`src/rtl/strobe_deser_pkg.sv`:
```
package strobe_deser_pkg;
  // Strobes sent from the control to the datapath, one set per cycle.
  typedef struct packed {
    logic loadFirst; // take the first bit of a new word
    logic shiftBit;  // append the current bit to the word being built
    logic commit;    // the current bit is the last one; publish the word
  } deserCtl_t;
endpackage

```
`src/rtl/strobe_deser_ctrl.sv`:
```
module strobe_deser_ctrl
  import strobe_deser_pkg::*;
#(
  parameter int WORD_W = 8
) (
  input  logic      clk,
  input  logic      rstN,
  input  logic      dataValid,
  output deserCtl_t ctl,
  output logic      done
);
  localparam int CNT_W = (WORD_W > 2) ? $clog2(WORD_W) : 1;
  localparam logic [CNT_W-1:0] LAST_IDX = CNT_W'(WORD_W - 1);

  typedef enum logic {ST_IDLE, ST_RECV} state_t;

  state_t           state;
  logic [CNT_W-1:0] bitCnt; // number of bits already stored

  always_comb begin
    ctl.loadFirst = (state == ST_IDLE) && dataValid;
    ctl.shiftBit  = (state == ST_RECV);
    ctl.commit    = (state == ST_RECV) && (bitCnt == LAST_IDX);
    done          = (state == ST_IDLE);
  end

  always_ff @(posedge clk or negedge rstN) begin
    if (!rstN) begin
      state  <= ST_IDLE;
      bitCnt <= '0;
    end else begin
      unique case (state)
        ST_IDLE: if (dataValid) begin
          state  <= ST_RECV;
          bitCnt <= CNT_W'(1);
        end
        ST_RECV: if (bitCnt == LAST_IDX) begin
          state  <= ST_IDLE;
          bitCnt <= '0;
        end else begin
          bitCnt <= bitCnt + CNT_W'(1);
        end
        default: state <= ST_IDLE;
      endcase
    end
  end


  start_accept_chk: assert property (@(posedge clk) disable iff (!rstN)
    (done && dataValid) |=> !done);

  busy_ignore_chk: assert property (@(posedge clk) disable iff (!rstN)
    (!done && !ctl.commit) |=> !done);

  finish_chk: assert property (@(posedge clk) disable iff (!rstN)
    ctl.commit |=> (done && !$past(ctl.loadFirst)));

  idle_quiet_chk: assert property (@(posedge clk) disable iff (!rstN)
    (done && !dataValid) |=> done);

  cnt_range_chk: assert property (@(posedge clk) disable iff (!rstN)
    bitCnt <= LAST_IDX);

  strobe_excl_chk: assert property (@(posedge clk) disable iff (!rstN)
    $onehot0({ctl.loadFirst, ctl.shiftBit}));
endmodule

```
`src/rtl/strobe_deser_path.sv`:
```
module strobe_deser_path
  import strobe_deser_pkg::*;
#(
  parameter int WORD_W = 8
) (
  input  logic              clk,
  input  logic              rstN,
  input  logic              serIn,
  input  deserCtl_t         ctl,
  output logic [WORD_W-1:0] wordOut
);
  logic [WORD_W-1:0] shiftReg;
  logic [WORD_W-1:0] nextWord;

  assign nextWord = {shiftReg[WORD_W-2:0], serIn};

  always_ff @(posedge clk or negedge rstN) begin
    if (!rstN) begin
      shiftReg <= '0;
    end else if (ctl.loadFirst) begin
      shiftReg <= {{(WORD_W-1){1'b0}}, serIn};
    end else if (ctl.shiftBit) begin
      shiftReg <= nextWord;
    end
  end

  always_ff @(posedge clk or negedge rstN) begin
    if (!rstN) begin
      wordOut <= '0;
    end else if (ctl.commit) begin
      wordOut <= nextWord;
    end
  end


  word_hold_chk: assert property (@(posedge clk) disable iff (!rstN)
    !ctl.commit |=> $stable(wordOut));

  commit_lsb_chk: assert property (@(posedge clk) disable iff (!rstN)
    ctl.commit |=> (wordOut[0] == $past(serIn)));
endmodule

```
`src/rtl/strobe_deser.sv`:
```
module strobe_deser
  import strobe_deser_pkg::*;
#(
  parameter int WORD_W = 8
) (
  input  logic              clk,
  input  logic              rstN,
  input  logic              serIn,
  input  logic              dataValid,
  output logic [WORD_W-1:0] wordOut,
  output logic              done
);

  initial width_chk: assert (WORD_W >= 2);

  deserCtl_t ctl;

  strobe_deser_ctrl #(.WORD_W(WORD_W)) u_ctrl (
    .clk(clk), .rstN(rstN), .dataValid(dataValid), .ctl(ctl), .done(done)
  );

  strobe_deser_path #(.WORD_W(WORD_W)) u_path (
    .clk(clk), .rstN(rstN), .serIn(serIn), .ctl(ctl), .wordOut(wordOut)
  );
endmodule

```
`config.mk`:
```
export PLATFORM = sky130hd
export DESIGN_NAME = strobe_deser
export DESIGN_NICKNAME = d
export VERILOG_FILES = /design/src/rtl/strobe_deser_pkg.sv /design/src/rtl/strobe_deser_ctrl.sv /design/src/rtl/strobe_deser_path.sv /design/src/rtl/strobe_deser.sv
export SDC_FILE = /design/constraint.sdc
export NUM_CORES = 1
export LEC_CHECK = 0
export BUFFER_PORTS_ARGS = -buffer_cell sky130_fd_sc_hd__buf_2
export CORE_AREA = 2 2 49 51
export CTS_BUF_LIST = sky130_fd_sc_hd__clkbuf_8
export CTS_CLUSTER_DIAMETER = 60
export DETAILED_ROUTE_END_ITERATION = 10
export DIE_AREA = 0 0 51 53
export PLACE_DENSITY = 0.63
export SLEW_MARGIN = 5
export SYNTH_ARGS = -nofsm -noshare
export SYNTH_HDL_FRONTEND = slang
export SYNTH_SLANG_ARGS = --single-unit
export TNS_END_PERCENT = 30
```
`constraint.sdc`:
```
create_clock -name clk -period 1.5 [get_ports clk]
set_input_delay 0.225 -clock clk [delete_from_list [all_inputs] [get_ports clk]]
set_output_delay 0.225 -clock clk [all_outputs]
set_load 0.1 [all_outputs]
```
**Word-level counts from Yosys, hierarchy flattened**

Cells that the tools add are included.

- Output and inout port bits: 9
- Register bits after elaboration: 19
- Memory bits (writable): 0
- Bits in read-only memories: 0
- Bits in latches: 0
- Memories kept: 0

- Shift-type cells: 0
- Divide/modulo/power cells: 0
- Add/sub/neg operators: 1
- Muxes and demuxes: 8
- Bitwise logic cells: 1
- Reduce and logical (&&, ||, !) cells: 3
- Eq/ne operators: 2
- $lt $le $gt $ge: 0
- $mul: 0

Operator list:

| cell | count |
|---|---|
| $mux 7 | 2 |
| $mux 3 | 2 |
| $pmux 3 s2 | 1 |
| $add 3x1->3 const B | 1 |
| $eq 3x3->1 const B | 1 |
| $logic_and 1x1->1 | 2 |
| $mux 1 | 2 |
| $ne 2x2->1 const B | 1 |
| $pmux 1 s2 | 1 |
| $reduce_bool 2->1 | 1 |
| $not 1->1 | 1 |

**Depth between registers and ports, before layout**

Gate-level depths: netlist of run 1.

- Depth in word-level cells: 3
- Gate-level depth with buffers: 4
- Gate-level depth less buffers: 4

**Modules after synthesis**

A second synthesis of run 1 with hierarchy kept.

- Cells, all modules: 56
- Area total of the unflattened synthesis: 779.5 um^2

Modules (own cells, without submodules):

| module | sequential area each (um^2) | area each (um^2) | cells an instance | times used |
|---|---|---|---|---|
| strobe_deser_path | 375.4 | 581.8 | 39 | 1 |
| strobe_deser_ctrl | 100.1 | 197.7 | 17 | 1 |

**Worst setup path after synthesis of run 1**

Ideal clock, no wire load.

- Path type: reg-to-output
- Start: register u_ctrl.state
- End: output port done
- Setup slack: 0.097 ns
- Cell stages (with the launch flop): 3
- Required time: 1.275 ns
- Data arrival time: 1.178 ns
- Cells stage by stage: dfrtp_1 > buf_2 > inv_1

- Cells in the longest elaborated chain, start to end: 1

Ends and longest elaborated chain:

| what | line | RTL |
|---|---|---|
| start, declared | strobe_deser_ctrl.sv:17 | `state_t state;` |
| start signal, assigned | strobe_deser_ctrl.sv:29 | `state <= ST_IDLE;` |
| start signal, assigned | strobe_deser_ctrl.sv:34 | `state <= ST_RECV;` |
| start signal, assigned | strobe_deser_ctrl.sv:38 | `state <= ST_IDLE;` |
| $not 1->1 | n/a |  |
| end, declared | strobe_deser.sv:11 | `output logic done` |

No other way between the ends.

**Worst setup path after layout of run 1**

- Start: register u_ctrl.bitCnt[0]
- End: register u_path.wordOut[3]

- Cells in the longest elaborated chain, start to end: 2

Ends and longest elaborated chain:

| what | line | RTL |
|---|---|---|
| start, declared | strobe_deser_ctrl.sv:18 | `logic [CNT_W-1:0] bitCnt;` |
| start signal, assigned | strobe_deser_ctrl.sv:41 | `bitCnt <= bitCnt + CNT_W'(1);` |
| $eq 3x3->1 | strobe_deser_ctrl.sv:23 | `ctl.commit = (state == ST_RECV) && (bitCnt == LAST_IDX);` |
| $logic_and 1x1->1 | strobe_deser_ctrl.sv:23 |  |
| end signal, assigned | strobe_deser_path.sv:31 | `wordOut <= nextWord;` |
| end, declared | strobe_deser_path.sv:10 | `output logic [WORD_W-1:0] wordOut` |

No other way between the ends.
A chain may end at the register's enable or synchronous reset.

==> out/metrics.cfg, run 1 <==
[clock_network]
h-tree-depth = 1
clock_latency_ps = 250
postCtsSetupBuffers = 0
clock-sinks = 19
clk_pin_slew_ps = 70
numCtsBuffers = 3
clockRootBuffer = clkbuf_8
cts_tree = done
clock_tree.buffer_depth = 2

[global_route]
overflow = 0
grt_pass1_wl_um = 1904
grt_antenna_before_repair = 0
grt_max_degree = 20
grt.total_usage_pct = 9.799
grt_pass1_vias = 444

[place]
dp_hpwl_um = 822.5
gp_congestion = 0.6808
io_buffers = 12

[floorplan]
dieHeight_um = 53
die_x_um = 51
top_level_ports = 13
start_util_pct = 33.14
core-area_sq_um = 2148
die-area_sq_um = 2703
num_rows = 17

[timing]
rsz0062_at_grt = no
finalSetupTns_ps = 0
tightest_slew_ps = 484.7
fin_crit_sh_pct = 92.85
finalSetupViolCount = 0
finalMaxSlewViolations = 0
slew_headroom_pct = 67.91
finalHoldViolations = 0
max_freq_ghz = 0.7180
finalCriticalPeriod_ps = 1393
fin_skew_ps = 1.040

[cells_and_area]
drive_above_1_share_pct = 47.62
nets = 70
fillers = 212
layout_commonest_cell = dfrtp_1
most-common-layout-cells = dfrtp_1, buf_2, mux2_2
num_antenna_cells = 0
area_growth_pct = 25.83

[logic_synthesis]
synth_top_area_share_pct = 66.78
ys.warnings.count = 0
synth_top_area_cell = dfrtp_1
synth_area_leaders = dfrtp_1, mux2_2, a22o_1
syn_inst = 45
synthDistinctLibCells = 11
synth_nets = 51
netlist_area_sq_um = 711.9
seq_area_frac_synth_pct = 66.78
ys_seq_elements = 19
syn_area_per_cell_sq_um = 15.82

[job]
drv_cap = 0

[setup_path]
end_kind = flop
start_kind = flop
path_class = flop to flop
critical_path_arrival_ps = 1530
cp_max_fo = 8
rr_worst_depth = 4
cp.required_ps = 1630

[worst_hold_path]
hp-class = input port to flop
whs_path_depth = 2

[outcome]
status = completed

[drt]
vias = 431
drt_iter0_drc = 5
drt_first_pass_iters = 3
routed_wl_um = 1113
antenna_left = 0
detail_route.wl_per_cell_um = 12.23
vias_per_cell = 4.736
drc = 0

Yosys cell counts:
library cell	instances
nor2_2	1
inv_1	1
a21oi_1	1
buf_2	1
mux2_2	9
o21ai_0	1
o31a_1	1
ha_1	2
dfrtp_1	19
nand2_2	1
a22o_1	8
stage by stage:
step	std cells	worst slack (ps)	utilization [%]	hold WS [ps]	area, sq um
after floorplan	45	96.72	-	-70.59	711.9
after global placement	86	55.74	38.73	175.8	832.0
after detailed placement	86	11.03	38.73	177.6	832.0
after CTS	91	4.353	41.35	218.7	888.4
after global routing	91	41.56	41.70	222.6	895.9
final	91	107.3	41.70	225.7	895.9
kinds of logic after synthesis:
logic type                 Yosys count  synth area share (%)
AOI/OAI and AO/OA                   11                 12.48
adders and majority gates            2                 3.514
buffers and inverters                2                 1.229
DFF                                 19                 66.78
muxes                                9                 14.24
and+or+nand+nor                      2                 1.759
what timing repair did:
item | CTS | global route
hold endpoints to repair | 19 | 0
gates resized for setup | 0 | 2
hold buffers | 1 | 0
endpoints found under the setup margin | 0 | 8
worst max-delay path, cell delays in order, from the launching register on:
cell,delay [ps]
dfrtp_1,390
ha_1,210
ha_2,200
nand2_4,130
mux2_2,350
final timing paths:
kind / from / to / slack [ps]
max: u_ctrl.bitCnt[0]$_DFFE_PN0P_ / u_path.wordOut[3]$_DFFE_PN0P_ / 110
min: serIn / u_path.shiftReg[0]$_DFFE_PN0P_ / 230
max reg2reg: u_ctrl.bitCnt[0]$_DFFE_PN0P_ / u_path.wordOut[3]$_DFFE_PN0P_ / 110
min reg2reg: u_path.shiftReg[6]$_DFFE_PN0P_ / u_path.shiftReg[6]$_DFFE_PN0P_ / 500
max in group asynchronous: rstN / u_path.wordOut[3]$_DFFE_PN0P_ / 770
min in group asynchronous: rstN / u_path.wordOut[7]$_DFFE_PN0P_ / 440
cell type report:
class | count | area, sq um | share of cell area, %
Clock buffer | 3 | 41.29 | 4.609
Clock inverter | 1 | 5.005 | 0.5587
Inverter | 1 | 3.754 | 0.4190
Multi-Input combinational cell | 24 | 235.2 | 26.26
Sequential cell | 19 | 475.5 | 53.07
Tap cell | 28 | 35.03 | 3.911
Timing Repair Buffer | 15 | 100.1 | 11.17
flip-flops by register name, indices dropped and copies added (netlist names):
signal	cells
u_path.wordOut	8
u_path.shiftReg	7
u_ctrl.state	1
u_ctrl.bitCnt	3
per-layer routing:
metal	routed length (um)	vias to the layer above	share of wire [%]	track usage (%)
met4	17	0	1.5	6.757
li1	-	204	-	-
met2	530	8	48	15.58
met3	39	2	3.5	1.695
met5	0	-	0	0
met1	526	217	47	12.08
Power of run 1 is not shown: default switching activity piles up to over one toggle a cycle in this logic, so the estimate is an artifact.
==> run 2, diff against run 1 <==
Settings changed: BUFFER_PORTS_ARGS -buffer_cell sky130_fd_sc_hd__buf_2 to not set, DONT_BUFFER_PORTS set to 1, PLACE_DENSITY 0.63 to 0.58.
==> run 2 against run 1 <==
  * Clock-buffer cell count is the same
  * Die area unchanged
  * Clock skew grew 0.60 ps
  * Register-to-register slack lost 40 ps
  * Critical path depth unchanged
  * Critical path type unchanged
  * Largest cell class unchanged
  * Highest routed layer unchanged
==> out/metrics.cfg, run 2 (synthesis results as in run 1) <==
[worst_hold_path]
hp-class = input port to flop  ; unchanged
whs_path_depth = 1  ; was 2

[floorplan]
core-area_sq_um = 2148  ; unchanged
start_util_pct = 33.14  ; unchanged
top_level_ports = 13  ; unchanged
die_x_um = 51  ; unchanged
die-area_sq_um = 2703  ; unchanged
num_rows = 17  ; unchanged
dieHeight_um = 53  ; unchanged

[clock_network]
clockRootBuffer = clkbuf_8  ; unchanged
clock_tree.buffer_depth = 2  ; unchanged
cts_tree = done  ; unchanged
numCtsBuffers = 3  ; unchanged
h-tree-depth = 1  ; unchanged
clock-sinks = 19  ; unchanged
clk_pin_slew_ps = 70  ; about the same
postCtsSetupBuffers = 0  ; unchanged
clock_latency_ps = 250  ; about the same

[cells_and_area]
nets = 67  ; was 70
largest_reg_flops = 8  ; unchanged
regMostFlops = u_path.wordOut  ; unchanged
most-common-layout-cells = dfrtp_1, buf_4, mux2_2  ; was dfrtp_1, buf_2, mux2_2
fin_util_pct = 41.76  ; was 41.70%
drive_above_1_share_pct = 41.67  ; was 47.62%
num_antenna_cells = 0  ; unchanged
area_growth_pct = 26.01  ; was 25.83%
largestRegisters = u_path.wordOut x8, u_path.shiftReg x7, u_ctrl.bitCnt x3  ; unchanged
layout_commonest_cell = dfrtp_1  ; unchanged

[place]
gp_congestion = 0.6715  ; was 0.6808
io_buffers = 0  ; was 12

[setup_path]
start_kind = flop  ; unchanged
cp.required_ps = 1640  ; was 1630 ps
setup.worst_path.start = u_ctrl.bitCnt[0]$_DFFE_PN0P_  ; unchanged
r2r-end = u_path.wordOut[7]$_DFFE_PN0P_  ; was u_path.wordOut[3]$_DFFE_PN0P_
rr_worst_depth = 4  ; unchanged
cp_max_fo = 8  ; unchanged
endpoint = u_path.wordOut[7]$_DFFE_PN0P_  ; was u_path.wordOut[3]$_DFFE_PN0P_
r2r_setup_slack_ps = 70  ; was 110 ps
critical_path_arrival_ps = 1570  ; was 1530 ps
path_class = flop to flop  ; unchanged
rr_startpoint = u_ctrl.bitCnt[0]$_DFFE_PN0P_  ; unchanged
end_kind = flop  ; unchanged

[global_route]
grt_max_degree = 20  ; unchanged
overflow = 0  ; unchanged
grt_antenna_before_repair = 0  ; unchanged
grt_pass1_wl_um = 1876  ; was 1904 um
grt_pass1_vias = 430  ; was 444
grt.total_usage_pct = 9.957  ; was 9.799%

[drt]
antenna_left = 0  ; unchanged
routed_wl_um = 1132  ; was 1113 um
vias_per_cell = 4.614  ; was 4.736
vias = 406  ; was 431
drc = 0  ; unchanged
drt_first_pass_iters = 2  ; was 3
detail_route.wl_per_cell_um = 12.86  ; was 12.23 um
drt_iter0_drc = 1  ; was 5

[timing]
max_freq_ghz = 0.6995  ; was 0.7180 GHz
rsz0062_at_grt = no  ; unchanged
finalHoldViolations = 0  ; unchanged
slew_headroom_pct = 44.42  ; was 67.91%
finalSetupViolCount = 0  ; unchanged
tightest_slew_ps = 831.0  ; was 484.7 ps
fin_crit_sh_pct = 95.31  ; was 92.85%
finalSetupTns_ps = 0  ; unchanged
fin_skew_ps = 1.644  ; was 1.040 ps
finalCriticalPeriod_ps = 1430  ; was 1393 ps
finalMaxSlewViolations = 0  ; unchanged

[job]
drv_cap = 0  ; unchanged

[outcome]
status = completed  ; unchanged

-- run 2: layout make-up --
class / count / area (sq um)
Tap cell: 28 / 35.03
Fill cell: 199 / 1251
Inverter: 1 / 3.754
Sequential cell: 19 / 475.5
Clock buffer: 3 / 41.29
Multi-Input combinational cell: 24 / 232.7
Timing Repair Buffer: 12 / 105.1
Clock inverter: 1 / 3.754
-- run 2: worst max-delay path: stages (launching register included) --
cell and delay (ps):
dfrtp_1 390, ha_1 200, ha_1 230, nand2_4 150, mux2_2 350
-- run 2: worst min-delay path by stage --
stage / from / end
final: serIn / u_path.shiftReg[0]$_DFFE_PN0P_
after global routing: serIn / u_path.shiftReg[0]$_DFFE_PN0P_
after CTS: serIn / u_path.shiftReg[0]$_DFFE_PN0P_
after detailed placement: rstN / u_path.wordOut[6]$_DFFE_PN0P_
after global placement: rstN / u_path.wordOut[6]$_DFFE_PN0P_
after floorplan: rstN / u_ctrl.bitCnt[0]$_DFFE_PN0P_
-- run 2: routing by layer --
metal  global-route usage (%)  wire length [um]  vias up
li1                         -                 -      196
met5                        0                 0        -
met3                    2.825                55        2
met1                    12.21               566      196
met4                    8.108                19        0
met2                    14.50               490       12
-- run 2: stage by stage --
stage | hold WS, ps | instances | worst slack [ps] | instance area (sq um)
after floorplan | -70.59 | 45 | 96.72 | 711.9
after global placement | -70.03 | 83 | 48.18 | 837.1
after detailed placement | -70.09 | 83 | 13.59 | 837.1
after CTS | 115.9 | 88 | 5.970 | 892.1
after global routing | 109.3 | 88 | 8.569 | 897.1
final | 120.5 | 88 | 70.30 | 897.1
-- run 2: repair_timing --
item	4_1_cts	5_1_grt
hold buffers	1	0
gates resized for setup	0	1
setup endpoints to repair	0	8
endpoints found under the hold margin	19	0
Power of run 2 is left out for the same reason.
==> run 3, diff against run 2 <==
Settings changed: CORE_AREA 2 2 49 51 to 2 2 39 41, DIE_AREA 0 0 51 53 to 0 0 41 43, PLACE_DENSITY 0.58 to 0.8, RECOVER_POWER set to 50.
==> run 3 against run 2 <==
  * Sequential share of layout area increased by 2.3 points
  * Clock-buffer cell count unchanged
  * Core utilization increased by 20 points
  * Global-route usage increased by 7.2 points
  * Clock skew decreased by 0.92 ps
  * Highest routed layer unchanged
==> out/metrics.cfg, run 3 (synthesis results as in run 1) <==
[cells_and_area]
most-common-layout-cells = dfrtp_1, mux2_2, a22o_1, clkbuf_2, clkbuf_8  ; was dfrtp_1, buf_4, mux2_2
drive_above_1_share_pct = 41.67  ; unchanged
regArea_sq_um = 475.5  ; unchanged
multiInputGateArea_sq_um = 232.7  ; unchanged
num_antenna_cells = 0  ; unchanged
area_growth_pct = 20.74  ; was 26.01%
fillers = 117  ; was 199
nets = 67  ; unchanged
layout_commonest_cell = dfrtp_1  ; unchanged
largestRegisters = u_path.wordOut x8, u_path.shiftReg x7, u_ctrl.bitCnt x3  ; unchanged
largest_reg_flops = 8  ; unchanged
regMostFlops = u_path.wordOut  ; unchanged

[drt]
antenna_left = 0  ; unchanged
drt_iter0_drc = 4  ; was 1
detail_route.wl_per_cell_um = 15.38  ; was 12.86 um
drt_first_pass_iters = 4  ; was 2
routed_wl_um = 1169  ; was 1132 um
vias_per_cell = 5.566  ; was 4.614
drc = 0  ; unchanged
vias = 423  ; was 406

[floorplan]
num_rows = 14  ; was 17
die_x_um = 41  ; was 51 um
start_util_pct = 51.45  ; was 33.14%
top_level_ports = 13  ; unchanged
die-area_sq_um = 1763  ; was 2703 sq um
dieHeight_um = 43  ; was 53 um
core-area_sq_um = 1384  ; was 2148 sq um

[timing]
finalCriticalPeriod_ps = 1406  ; was 1430 ps
rsz0062_at_grt = no  ; unchanged
finalSetupTns_ps = 0  ; unchanged
finalSetupViolCount = 0  ; unchanged
fin_crit_sh_pct = 93.73  ; was 95.31%
tightest_slew_ps = 794.8  ; was 831.0 ps
slew_headroom_pct = 46.84  ; was 44.42%
finalHoldViolations = 0  ; unchanged
fin_skew_ps = 0.7247  ; was 1.644 ps
max_freq_ghz = 0.7112  ; was 0.6995 GHz
finalMaxSlewViolations = 0  ; unchanged

[place]
gp_congestion = 0.7525  ; was 0.6715
dp_hpwl_um = 819.2
io_buffers = 0  ; unchanged

[worst_hold_path]
hp-start = dataValid  ; was serIn
holdPathEnd = u_ctrl.bitCnt[0]$_DFFE_PN0P_  ; was u_path.shiftReg[0]$_DFFE_PN0P_
hp-class = input port to flop  ; unchanged
whs_path_depth = 1  ; unchanged

[setup_path]
path_class = flop to flop  ; unchanged
cp.required_ps = 1640  ; about the same
cp_cell_sequence = ha_1 > ha_2 > nand2_4 > mux2_2  ; was ha_1 > ha_1 > nand2_4 > mux2_2
r2r-end = u_path.wordOut[2]$_DFFE_PN0P_  ; was u_path.wordOut[7]$_DFFE_PN0P_
cp_max_fo = 8  ; unchanged
rr_worst_depth = 4  ; unchanged
rr_startpoint = u_ctrl.bitCnt[0]$_DFFE_PN0P_  ; unchanged
crit_path_top_delay_cell = dfrtp_1  ; unchanged
crit_buf_inv = 0  ; unchanged
slowest_delay_ps = 390  ; about the same
cp_top_family = adder cells  ; unchanged
r2r_setup_slack_ps = 90  ; was 70 ps
start_kind = flop  ; unchanged
end_kind = flop  ; unchanged
critical_path_arrival_ps = 1540  ; was 1570 ps

[global_route]
grt.total_usage_pct = 17.19  ; was 9.957%
grt_util_met2_pct = 22.81  ; was 14.50%
grt_antenna_before_repair = 0  ; unchanged
grt_max_degree = 20  ; unchanged
use_met1_pct = 25.82  ; was 12.21%
grt_pass1_wl_um = 1966  ; was 1876 um
use_met3_pct = 4.712  ; was 2.825%
grt_pass1_vias = 444  ; was 430
overflow = 0  ; unchanged
grt-busiest-layer = met1  ; was met2

[job]
drv_cap = 0  ; unchanged

[clock_network]
postCtsSetupBuffers = 0  ; unchanged
clock-sinks = 19  ; unchanged
cts_tree = done  ; unchanged
numCtsBuffers = 3  ; unchanged
clk_pin_slew_ps = 70  ; about the same
clockRootBuffer = clkbuf_8  ; unchanged
clock_latency_ps = 250  ; about the same
h-tree-depth = 1  ; unchanged
clock_tree.buffer_depth = 2  ; unchanged

[outcome]
status = completed  ; unchanged

run 3: changes by cell type in the layout (fill, tap and decap cells not counted), sizes merged:
cell	delta
buf	-9
clkbuf	+9
clkinv	+1
inv	-1
run 3: metrics by stage:
step,setup slack (ps),hold WS (ps),cell area [sq um],std cells,utilization [%]
after floorplan,96.72,-70.59,711.9,45,-
after global placement,66.44,-70.04,822.0,71,59.40
after detailed placement,5.528,-70.04,822.0,71,59.40
after CTS,41.23,115.1,883.3,76,63.83
after global routing,31.11,119.5,859.6,76,62.12
final,93.98,115.6,859.6,76,62.12
run 3: how the worst max path moves through the flow:
stage | to | depth (start not counted) | slack (ps) | from
4_1_cts | u_path.wordOut[1]$_DFFE_PN0P_ | 4 | 40 | u_ctrl.bitCnt[0]$_DFFE_PN0P_
3_5_place_dp | u_path.wordOut[1]$_DFFE_PN0P_ | 4 | 6 | u_ctrl.bitCnt[0]$_DFFE_PN0P_
3_3_place_gp | u_path.wordOut[1]$_DFFE_PN0P_ | 4 | 70 | u_ctrl.bitCnt[0]$_DFFE_PN0P_
6_report | u_path.wordOut[2]$_DFFE_PN0P_ | 4 | 90 | u_ctrl.bitCnt[0]$_DFFE_PN0P_
5_1_grt | u_path.wordOut[6]$_DFFE_PN0P_ | 4 | 30 | u_ctrl.bitCnt[0]$_DFFE_PN0P_
2_1_floorplan | done | 2 | 100 | u_ctrl.state$_DFF_PN0_
run 3: area by class of cell:
| type | instances | area share (%) |
|---|---|---|
| tap | 16 | 2.329 |
| sequential | 19 | 55.31 |
| clock buffer | 3 | 4.803 |
| multi-input combinational | 24 | 27.07 |
| clock inverter | 1 | 0.5822 |
| timing repair buffer | 12 | 9.461 |
| inverter | 1 | 0.4367 |
run 3: layer usage:
layer / up-vias / part of all wire, %
met5: - / 0
li1: 197 / -
met1: 212 / 44
met3: 2 / 4.6
met4: 0 / 0.51
met2: 12 / 51
run 3: repair_timing:
action,4_1_cts,5_1_grt
endpoints found under the setup margin,3,8
endpoints found under the hold margin,19,0
gates resized for setup,1,1
hold buffers,1,0
Power of run 3 is left out for the same reason.
